$ cat src/rtl/undo_pkg.sv
// Shared definitions for the register file with undo log.
// Assumes: nothing beyond standard SystemVerilog.
package undo_pkg;
    typedef enum logic {
        ST_RUN  = 1'b0,
        ST_UNDO = 1'b1
    } undo_state_e;
endpackage

$ cat src/rtl/undo_arch_regs.sv
// Register array with one write port and two combinational read ports.
// Entry 0 is a constant zero. Assumes the caller never writes index 0.
module undo_arch_regs #(
    parameter int NREGS = 32,
    parameter int DW    = 32,
    localparam int IW   = $clog2(NREGS)
) (
    input  logic          clk,
    input  logic          rst_n,
    input  logic          we,
    input  logic [IW-1:0] waddr,
    input  logic [DW-1:0] wdata,
    input  logic [IW-1:0] raddr_a,
    output logic [DW-1:0] rdata_a,
    input  logic [IW-1:0] raddr_b,
    output logic [DW-1:0] rdata_b
);
    logic [NREGS-1:0][DW-1:0] flat;

    for (genvar g = 0; g < NREGS; g++) begin : g_reg
        if (g == 0) begin : g_zero
            assign flat[g] = '0;
        end else begin : g_flop
            logic [DW-1:0] q;
            // Hold one register, loading it when addressed.
            always_ff @(posedge clk) begin
                if (!rst_n)
                    q <= '0;
                else if (we && waddr == IW'(g))
                    q <= wdata;
            end
            assign flat[g] = q;
        end
    end

    // Read ports index the flattened array.
    always_comb begin
        rdata_a = flat[raddr_a];
        rdata_b = flat[raddr_b];
    end

    // upstream filtering keeps writes off the zero register.
    a_r4_no_zero_write: assert property (@(posedge clk) disable iff (!rst_n)
        we |-> waddr != '0);
endmodule

$ cat src/rtl/undo_history_fifo.sv
// Circular log of undo records. Supports a push at the newest end, a pop at
// the oldest end (commit) and a pop at the newest end (rollback).
// Assumes the two pops are never requested together and that a push never
// meets a newest-end pop.
module undo_history_fifo #(
    parameter int DEPTH = 16,
    parameter int EW    = 96,
    localparam int PTR_W = $clog2(DEPTH),
    localparam int CNT_W = $clog2(DEPTH + 1)
) (
    input  logic          clk,
    input  logic          rst_n,
    input  logic          push,
    input  logic [EW-1:0] push_data,
    input  logic          pop_old,
    input  logic          pop_new,
    output logic [EW-1:0] newest,
    output logic          empty,
    output logic          full
);
    logic [EW-1:0]    mem [DEPTH];
    logic [PTR_W-1:0] head_q, tail_q, tail_prev;
    logic [CNT_W-1:0] count_q;

    // Slot behind the tail holds the newest record.
    always_comb begin
        tail_prev = (tail_q == '0) ? PTR_W'(DEPTH - 1) : tail_q - 1'b1;
        newest    = mem[tail_prev];
        empty     = (count_q == '0);
        full      = (count_q == CNT_W'(DEPTH));
    end

    // Store pushed records; storage needs no reset.
    always_ff @(posedge clk) begin
        if (push)
            mem[tail_q] <= push_data;
    end

    // Move the pointers and occupancy for each operation.
    always_ff @(posedge clk) begin
        if (!rst_n) begin
            head_q  <= '0;
            tail_q  <= '0;
            count_q <= '0;
        end else begin
            if (push)
                tail_q <= (tail_q == PTR_W'(DEPTH - 1)) ? '0 : tail_q + 1'b1;
            else if (pop_new)
                tail_q <= tail_prev;
            if (pop_old)
                head_q <= (head_q == PTR_W'(DEPTH - 1)) ? '0 : head_q + 1'b1;
            if (push && !pop_old)
                count_q <= count_q + 1'b1;
            else if (!push && (pop_old || pop_new))
                count_q <= count_q - 1'b1;
        end
    end

    a_r5_no_overflow: assert property (@(posedge clk) disable iff (!rst_n)
        push |-> !full);
    a_r12_no_underflow: assert property (@(posedge clk) disable iff (!rst_n)
        (pop_old || pop_new) |-> !empty);
    a_r11_single_pop: assert property (@(posedge clk) disable iff (!rst_n)
        !(pop_old && pop_new));
endmodule

$ cat src/rtl/undo_rollback_ctrl.sv
// Rollback sequencer: on an exception it undoes one record per cycle until
// the log is empty, then pulses the restart indication with the fault PC.
// Assumes log_empty reflects the log state in the current cycle.
module undo_rollback_ctrl
    import undo_pkg::*;
#(
    parameter int PW = 32
) (
    input  logic          clk,
    input  logic          rst_n,
    input  logic          except_req,
    input  logic [PW-1:0] except_pc,
    input  logic          log_empty,
    output logic          busy,
    output logic          undo_pop,
    output logic          restart_valid,
    output logic [PW-1:0] restart_pc
);
    undo_state_e   state_q;
    logic          restart_q;
    logic [PW-1:0] pc_q;

    // Step between running and undoing; latch the fault PC on entry.
    always_ff @(posedge clk) begin
        if (!rst_n) begin
            state_q   <= ST_RUN;
            restart_q <= 1'b0;
            pc_q      <= '0;
        end else begin
            restart_q <= 1'b0;
            case (state_q)
                ST_RUN: if (except_req) begin
                    state_q <= ST_UNDO;
                    pc_q    <= except_pc;
                end
                ST_UNDO: if (log_empty) begin
                    state_q   <= ST_RUN;
                    restart_q <= 1'b1;
                end
                default: state_q <= ST_RUN;
            endcase
        end
    end

    // Outputs follow directly from the state.
    always_comb begin
        busy          = (state_q == ST_UNDO);
        undo_pop      = busy && !log_empty;
        restart_valid = restart_q;
        restart_pc    = pc_q;
    end

    a_r7_drain_ends: assert property (@(posedge clk) disable iff (!rst_n)
        (busy && log_empty) |=> !busy);
    a_r9_restart_pulse: assert property (@(posedge clk) disable iff (!rst_n)
        restart_valid |-> (!busy && $past(busy)));
    a_r11_pc_held: assert property (@(posedge clk) disable iff (!rst_n)
        busy |=> $stable(restart_pc));
endmodule

$ cat src/rtl/regfile_undo_log.sv
// Top: speculative register file with an undo log. Writes land at once and
// log the overwritten value; commits retire the oldest record; an exception
// rolls the file back newest-first. Assumes one write per cycle.
module regfile_undo_log #(
    parameter int NUM_REGS  = 32,
    parameter int DATA_W    = 32,
    parameter int PC_W      = 32,
    parameter int LOG_DEPTH = 16,
    localparam int IDX_W    = $clog2(NUM_REGS)
) (
    input  logic              clk,
    input  logic              rst_n,
    input  logic              wr_en,
    input  logic [IDX_W-1:0]  wr_idx,
    input  logic [DATA_W-1:0] wr_data,
    input  logic [PC_W-1:0]   wr_pc,
    output logic              wr_ready,
    input  logic              commit,
    input  logic              except_req,
    input  logic [PC_W-1:0]   except_pc,
    output logic              busy,
    output logic [PC_W-1:0]   undo_pc,
    output logic              restart_valid,
    output logic [PC_W-1:0]   restart_pc,
    input  logic [IDX_W-1:0]  rd_idx,
    output logic [DATA_W-1:0] rd_data
);
    localparam int ENTRY_W = PC_W + IDX_W + DATA_W;

    logic               log_full, log_empty, undo_pop, wr_fire, commit_pop;
    logic [ENTRY_W-1:0] log_newest;
    logic [DATA_W-1:0]  prev_val, undo_val, rf_wdata;
    logic [IDX_W-1:0]   undo_idx, rf_waddr;

    // Accept, commit and write-port selection.
    always_comb begin
        wr_ready   = !log_full && !busy;
        wr_fire    = wr_en && wr_ready && (wr_idx != '0);
        commit_pop = commit && !log_empty && !busy;
        undo_val   = log_newest[DATA_W-1:0];
        undo_idx   = log_newest[DATA_W +: IDX_W];
        undo_pc    = log_newest[DATA_W + IDX_W +: PC_W];
        rf_waddr   = busy ? undo_idx : wr_idx;
        rf_wdata   = busy ? undo_val : wr_data;
    end

    undo_arch_regs #(.NREGS(NUM_REGS), .DW(DATA_W)) u_regs (
        .clk     (clk),
        .rst_n   (rst_n),
        .we      (wr_fire || undo_pop),
        .waddr   (rf_waddr),
        .wdata   (rf_wdata),
        .raddr_a (wr_idx),
        .rdata_a (prev_val),
        .raddr_b (rd_idx),
        .rdata_b (rd_data)
    );

    undo_history_fifo #(.DEPTH(LOG_DEPTH), .EW(ENTRY_W)) u_log (
        .clk       (clk),
        .rst_n     (rst_n),
        .push      (wr_fire),
        .push_data ({wr_pc, wr_idx, prev_val}),
        .pop_old   (commit_pop),
        .pop_new   (undo_pop),
        .newest    (log_newest),
        .empty     (log_empty),
        .full      (log_full)
    );

    undo_rollback_ctrl #(.PW(PC_W)) u_ctrl (
        .clk           (clk),
        .rst_n         (rst_n),
        .except_req    (except_req),
        .except_pc     (except_pc),
        .log_empty     (log_empty),
        .busy          (busy),
        .undo_pop      (undo_pop),
        .restart_valid (restart_valid),
        .restart_pc    (restart_pc)
    );

    a_r8_no_write_busy: assert property (@(posedge clk) disable iff (!rst_n)
        busy |-> !wr_fire);
    a_r11_no_commit_busy: assert property (@(posedge clk) disable iff (!rst_n)
        busy |-> !commit_pop);
    a_r7_undo_when_busy: assert property (@(posedge clk) disable iff (!rst_n)
        undo_pop |-> busy);
endmodule

$ cat config.mk
export PLATFORM = sky130hd
export DESIGN_NAME = regfile_undo_log
export DESIGN_NICKNAME = d
export VERILOG_FILES = /design/src/rtl/undo_pkg.sv /design/src/rtl/undo_arch_regs.sv /design/src/rtl/undo_history_fifo.sv /design/src/rtl/undo_rollback_ctrl.sv /design/src/rtl/regfile_undo_log.sv
export SDC_FILE = /design/constraint.sdc
export NUM_CORES = 2
export LEC_CHECK = 0
export BUFFER_PORTS_ARGS = -buffer_cell sky130_fd_sc_hd__buf_2
export CAP_MARGIN = 20
export CORE_MARGIN = 3
export CORE_UTILIZATION = 50
export CTS_CLUSTER_DIAMETER = 50
export DETAILED_ROUTE_END_ITERATION = 10
export PLACE_DENSITY = 0.78
export SYNTH_ARGS = -nofsm -noshare
export SYNTH_HDL_FRONTEND = slang
export SYNTH_SLANG_ARGS = --single-unit
$ cat constraint.sdc
create_clock -name clk -period 12.75 [get_ports clk]
set_input_delay 3.825 -clock clk [delete_from_list [all_inputs] [get_ports clk]]
set_output_delay 3.825 -clock clk [all_outputs]
set_load 0.05 [all_outputs]
Yosys cells after proc, flatten, opt, wreduce, memory -nomap -nowiden

Memory sizes are Yosys's and may differ from the RTL's.
Index checks and enable logic that the tools add are counted.

Output and inout bits: 99
Flip-flop bits (word level): 1,035
Bits in writable memories: 1,104
Logic and storage cells: 148
Memories: 1
Bits of input ports: 111

Equal/unequal tests: 33
Bitwise operators: 1
Add/sub/neg operators: 4
Muxes and demuxes: 18
Magnitude comparators: 2
Reduce and logical (&&, ||, !) cells: 53

Memory list:

| memory    | depth | bits a word | read ports | clocked after Yosys merged registers in | write ports | line                    | source |
|---|---|---|---|---|---|---|---|
| u_log.mem | 16    | 69          | 1          | 0                                       | 1           | undo_history_fifo.sv:21 | `logic [EW-1:0] mem [DEPTH];` |

Operators with widths:

| cell                                                                         | number |
|---|---|
| 32-bit binary-select mux with 5-bit select                                   | 2 |
| 32-bit two-way mux                                                           | 3 |
| 5-bit equality test, second input constant                                   | 17 |
| 5-bit by 4-bit equality test with 1-bit output, second input constant        | 8 |
| 1-bit logical AND                                                            | 39 |
| 5-bit by 3-bit equality test with 1-bit output, second input constant        | 4 |
| 4-bit two-way mux                                                            | 4 |
| 5-bit two-way mux                                                            | 3 |
| 5-bit by 6-bit less-than comparator with 1-bit output, second input constant | 2 |
| 5-bit by 2-bit equality test with 1-bit output, second input constant        | 2 |
| 5-bit by 1-bit adder with 5-bit output, second input constant                | 1 |
| 5-bit by 1-bit equality test with 1-bit output, second input constant        | 1 |
| 1-bit zero test                                                              | 5 |
| 5-bit zero test                                                              | 1 |
| 1-bit two-way mux                                                            | 5 |
| 5-bit nonzero test                                                           | 1 |
| 5-bit by 1-bit subtractor with 5-bit output, second input constant           | 1 |
| 4-bit by 1-bit adder with 4-bit output, second input constant                | 1 |
| 4-bit equality test, second input constant                                   | 1 |
| 4-bit zero test                                                              | 1 |
| 2-bit AND reduction                                                          | 2 |
| 2-bit nonzero test                                                           | 2 |
| 4-bit by 1-bit subtractor with 4-bit output, second input constant           | 1 |
| 1-bit logical OR                                                             | 2 |
| 2 further kinds                                                              | 2 |

Depth between registers and ports, before layout

Word-level depth: 9
Gate-level depth with buffers: 17
Depth with buffers taken out: 12

Cells and area by module

From an unflattened synthesis, not the netlist that was laid out.

Cell total of the unflattened synthesis: 8,715
Area, all modules: 98,560.8 um2

By module, submodules not included:

| module             | seq. area each (um2) | area an instance (um2) | cells an instance | instances |
|---|---|---|---|---|
| undo_arch_regs     | 19,859.0             | 53,906.7               | 6,580             | 1 |
| undo_history_fifo  | 33,332.0             | 42,769.8               | 1,940             | 1 |
| undo_rollback_ctrl | 680.7                | 1,380.1                | 146               | 1 |
| regfile_undo_log   | 0.0                  | 504.2                  | 49                | 1 |

Least setup slack after synthesis

OpenSTA, ideal clock, no wires.

Path type: in2out
From: in rd_idx[0]
To: out rd_data[26]
Required time: 8.925 ns
Setup slack: 2.605 ns
Arrival: 6.320 ns
Path buffers: 3
Stages on the path: 6
Cell sequence: clkbuf_1 -> clkbuf_1 -> clkbuf_1 -> mux4_2 -> mux4_2 -> mux2_2

Cells in the longest elaborated chain, start to end: 2

Ends and longest elaborated chain:

| what                                       | line                   | source |
|---|---|---|
| from (decl)                                | regfile_undo_log.sv:25 | `input logic [IDX_W-1:0] rd_idx,` |
| 32-bit binary-select mux with 5-bit select | undo_arch_regs.sv:39   | `rdata_b = flat[raddr_b];` |
| 32-bit two-way mux (not written as such)   | undo_arch_regs.sv:39   |  |
| to (decl)                                  | regfile_undo_log.sv:26 | `output logic [DATA_W-1:0] rd_data` |

Every way passes these cells. The select of a mux whose other input is x is not followed.

Final worst setup path

From: in rd_idx[1]
To: out rd_data[24]

The elaborated chain is that of the path after synthesis.

==> flow_summary.ini <==
[synthesis]
synth_top_family_by_area = multiplexers
synth-xor-area-share_pct = 0.04613
yosys_register_bits = 2139
syn_nets = 6590
avgSynthCellArea_sq_um = 14.67
synth_cell_types = 64
yosysTopAreaCell = edfxtp_1
yosysMostFrequentCell = nand2_1
synthFlopType = edfxtp_1
syn_inst = 6469
synth_compound_area_share_pct = 2.267
syn_area_sq_mm = 0.09493
ys_seq_area_share_pct = 56.75
synth_enable_flop_cells = 1104
ys_top_cells_by_count = nand2_1 (1237), edfxtp_1 (1104), dfxtp_1 (1035)
ys_async_sr_fraction_pct = 0
synthAdderAreaFrac_pct = 0.1397
ys_top_cells_by_area = edfxtp_1 (35%), dfxtp_1 (22%), mux4_2 (20%), mux2i_1 (11%), nand2_1 (4.9%)
ys_warn_count = 0
synth_simple_gate_area_share_pct = 6.000
synth.area.mux_share_pct = 32.13
synth_top_area_share_pct = 34.92

[grt]
grt_pass1_wl_um = 384300
antenna_found_initial = 17
grt_max_degree = 229
grtUsageTotal_pct = 26.07
grt_pass1_vias = 59570
grt-ovfl-total = 0

[sta]
period_share_pct = 84.45
hold_violations = 0
finalSetupViolations = 0
fmax_mhz = 92.87
rsz0062_at_grt = false
worst_pin_slew_ns = 1.174
min_period_ns = 10.77
finalMaxSlewViolations = 0
fin_setup_tns_ns = 0
fin_skew_ns = 0.09270
max_slew_margin_pct = 21.74

[clock_network]
root_buffer = clkbuf_16
post_cts_buffers = 0
cts_buffers = 219
post_cts_resized = 0
cts.sinks = 2139
clk_pin_slew_worst_paths_ns = 0.06
clockBufferDepth = 3
cts_tree = built
ctsHoldBuffers = 0
clock_latency_ns = 0.90
htree_levels = 4

[drt]
via_per_inst = 6.457
ant_nets = 0
remaining_drc_errors = 0
vias = 58910
drt_wl_total_um = 259200
firstDrtPassIters = 6
wl_per_cell_um = 28.41
drtIter0Drc = 7749

[final_layout]
multi_input_area_sq_mm = 0.03897
drive_gt1_share_pct = 26.11
seq_area_sq_mm = 0.05387
fillers = 14210
area.growth.synth_to_final_pct = 11.41
nets = 6555

[status]
status = complete, no violations

[setup_path]
criticalPathCategory = in -> out
crit_path_start_kind = input pin
cp_max_fo = 99
cp.arrival_ns = 6.94
cp.required_ns = 8.92
end_kind = output port

[power_and_ir_drop]
p_leak_nw = 37.93
power.density_mw_per_mm2 = 181.3
ir_drop_uv = 212.5
power.total_mw = 19.17

[die]
io_pins = 210
start_util_pct = 50.44
core_sq_mm = 0.1882
die_w_um = 441.7
die_h_um = 441.7
die_area_sq_mm = 0.1951
rows = 159

[job]
cap_violations = 0

[place]
io_buffers = 209
dp_hpwl_um = 134100
place_congestion = 0.8043

[hold_path]
hold_class = reg -> reg
-- kinds of logic after synthesis --
| family | Yosys count |
|---|---|
| xor gates and xnor gates | 5 |
| muxes | 1985 |
| adders and majority gates | 10 |
| and+or+nand+nor | 1415 |
| DFF | 2139 |
| AOI/OAI and AO/OA | 301 |
| buffers and inverters | 614 |
-- final timing paths --
check	start	to	slack, ns	depth (start not counted)
max	rd_idx[1]	rd_data[24]	1.98	7
min	u_ctrl.restart_pc[1]$_SDFFE_PN0P_	u_ctrl.restart_pc[1]$_SDFFE_PN0P_	0.45	2
max reg2reg	u_log.tail_q[0]$_SDFFE_PN0P_	u_regs.g_reg[23].g_flop.q[18]$_SDFFE_PN0P_	5.02	12
min reg2reg	u_ctrl.restart_pc[1]$_SDFFE_PN0P_	u_ctrl.restart_pc[1]$_SDFFE_PN0P_	0.45	2
-- per-stage QoR --
step	area [sq um]	util (%)	setup WS, ns	cells	hold slack [ns]
after floorplan	94930	-	2.605	6469	0.4408
after global placement	98230	52.20	2.001	8702	0.4401
after detailed placement	98310	52.24	1.919	8705	0.4432
after CTS	105700	56.15	1.925	9110	0.4515
after global routing	105800	56.19	1.780	9121	0.4778
final	105800	56.19	1.982	9124	0.4501
-- per-layer routing --
layer / wire [um] / track usage, %
met1: 98180 / 34.75
met2: 123500 / 41.18
met3: 24610 / 4.901
met4: 12860 / 13.14
met5: 26 / 0
-- power by group --
part           total [mW]  switching [mW]  leakage [nW]  internal (mW)
Sequential           7.78           0.188          18.4           7.59
Combinational        4.90            3.20          16.0           1.70
Clock                6.49            2.83          3.55           3.66
-- worst max-delay path, stage by stage --
cell,delay (ns)
buf_8,0.59
nor2b_4,1.04
buf_4,0.47
a22o_1,0.21
mux4_2,0.26
mux2_2,0.21
buf_2,0.29
-- cells in the final DEF (no fill, tap or decap), types with 14 or more instances in the layout --
cell / synthesis / final
clkinv_1: 2 / 22
buf_4: 10 / 124
a22o_1: 65 / 64
nand3_1: 55 / 46
and3_1: 35 / 32
nand2_1: 1237 / 1237
o211ai_1: 34 / 34
clkbuf_1: 409 / 43
bufinv_16: 0 / 17
nor2_4: 0 / 17
clkbuf_16: 0 / 219
mux4_2: 837 / 837
edfxtp_1: 1104 / 1104
clkinv_2: 0 / 32
mux2_2: 128 / 128
a21oi_1: 84 / 84
a31oi_1: 33 / 33
a22oi_1: 34 / 34
o21ai_0: 14 / 14
mux2i_1: 1020 / 1020
clkbuf_8: 0 / 18
dfxtp_1: 1035 / 1034
buf_2: 122 / 199
-- final cells by class --
| type | instances | share of cell area, % |
|---|---|---|
| Multi-Input combinational cell | 3716 | 36.85 |
| Timing Repair Buffer | 346 | 2.234 |
| Sequential cell | 2139 | 50.94 |
| Clock buffer | 280 | 5.569 |
| Inverter | 12 | 0.04259 |
| Antenna cell | 11 | 0.02603 |
| Tap cell | 2495 | 2.952 |
| Clock inverter | 125 | 1.390 |
-- sequential cells by signal (all words and copies together), names as in the netlist --
| register | cells |
|---|---|
| u_ctrl.busy | 1 |
| u_ctrl.restart_pc | 32 |
| u_ctrl.restart_valid | 1 |
| u_log.count_q | 5 |
| u_log.mem | 1104 |
| u_log.tail_q | 4 |
| u_regs.g.g_flop.q | 992 |
No activity file was read; power rests on OpenSTA's default activity.
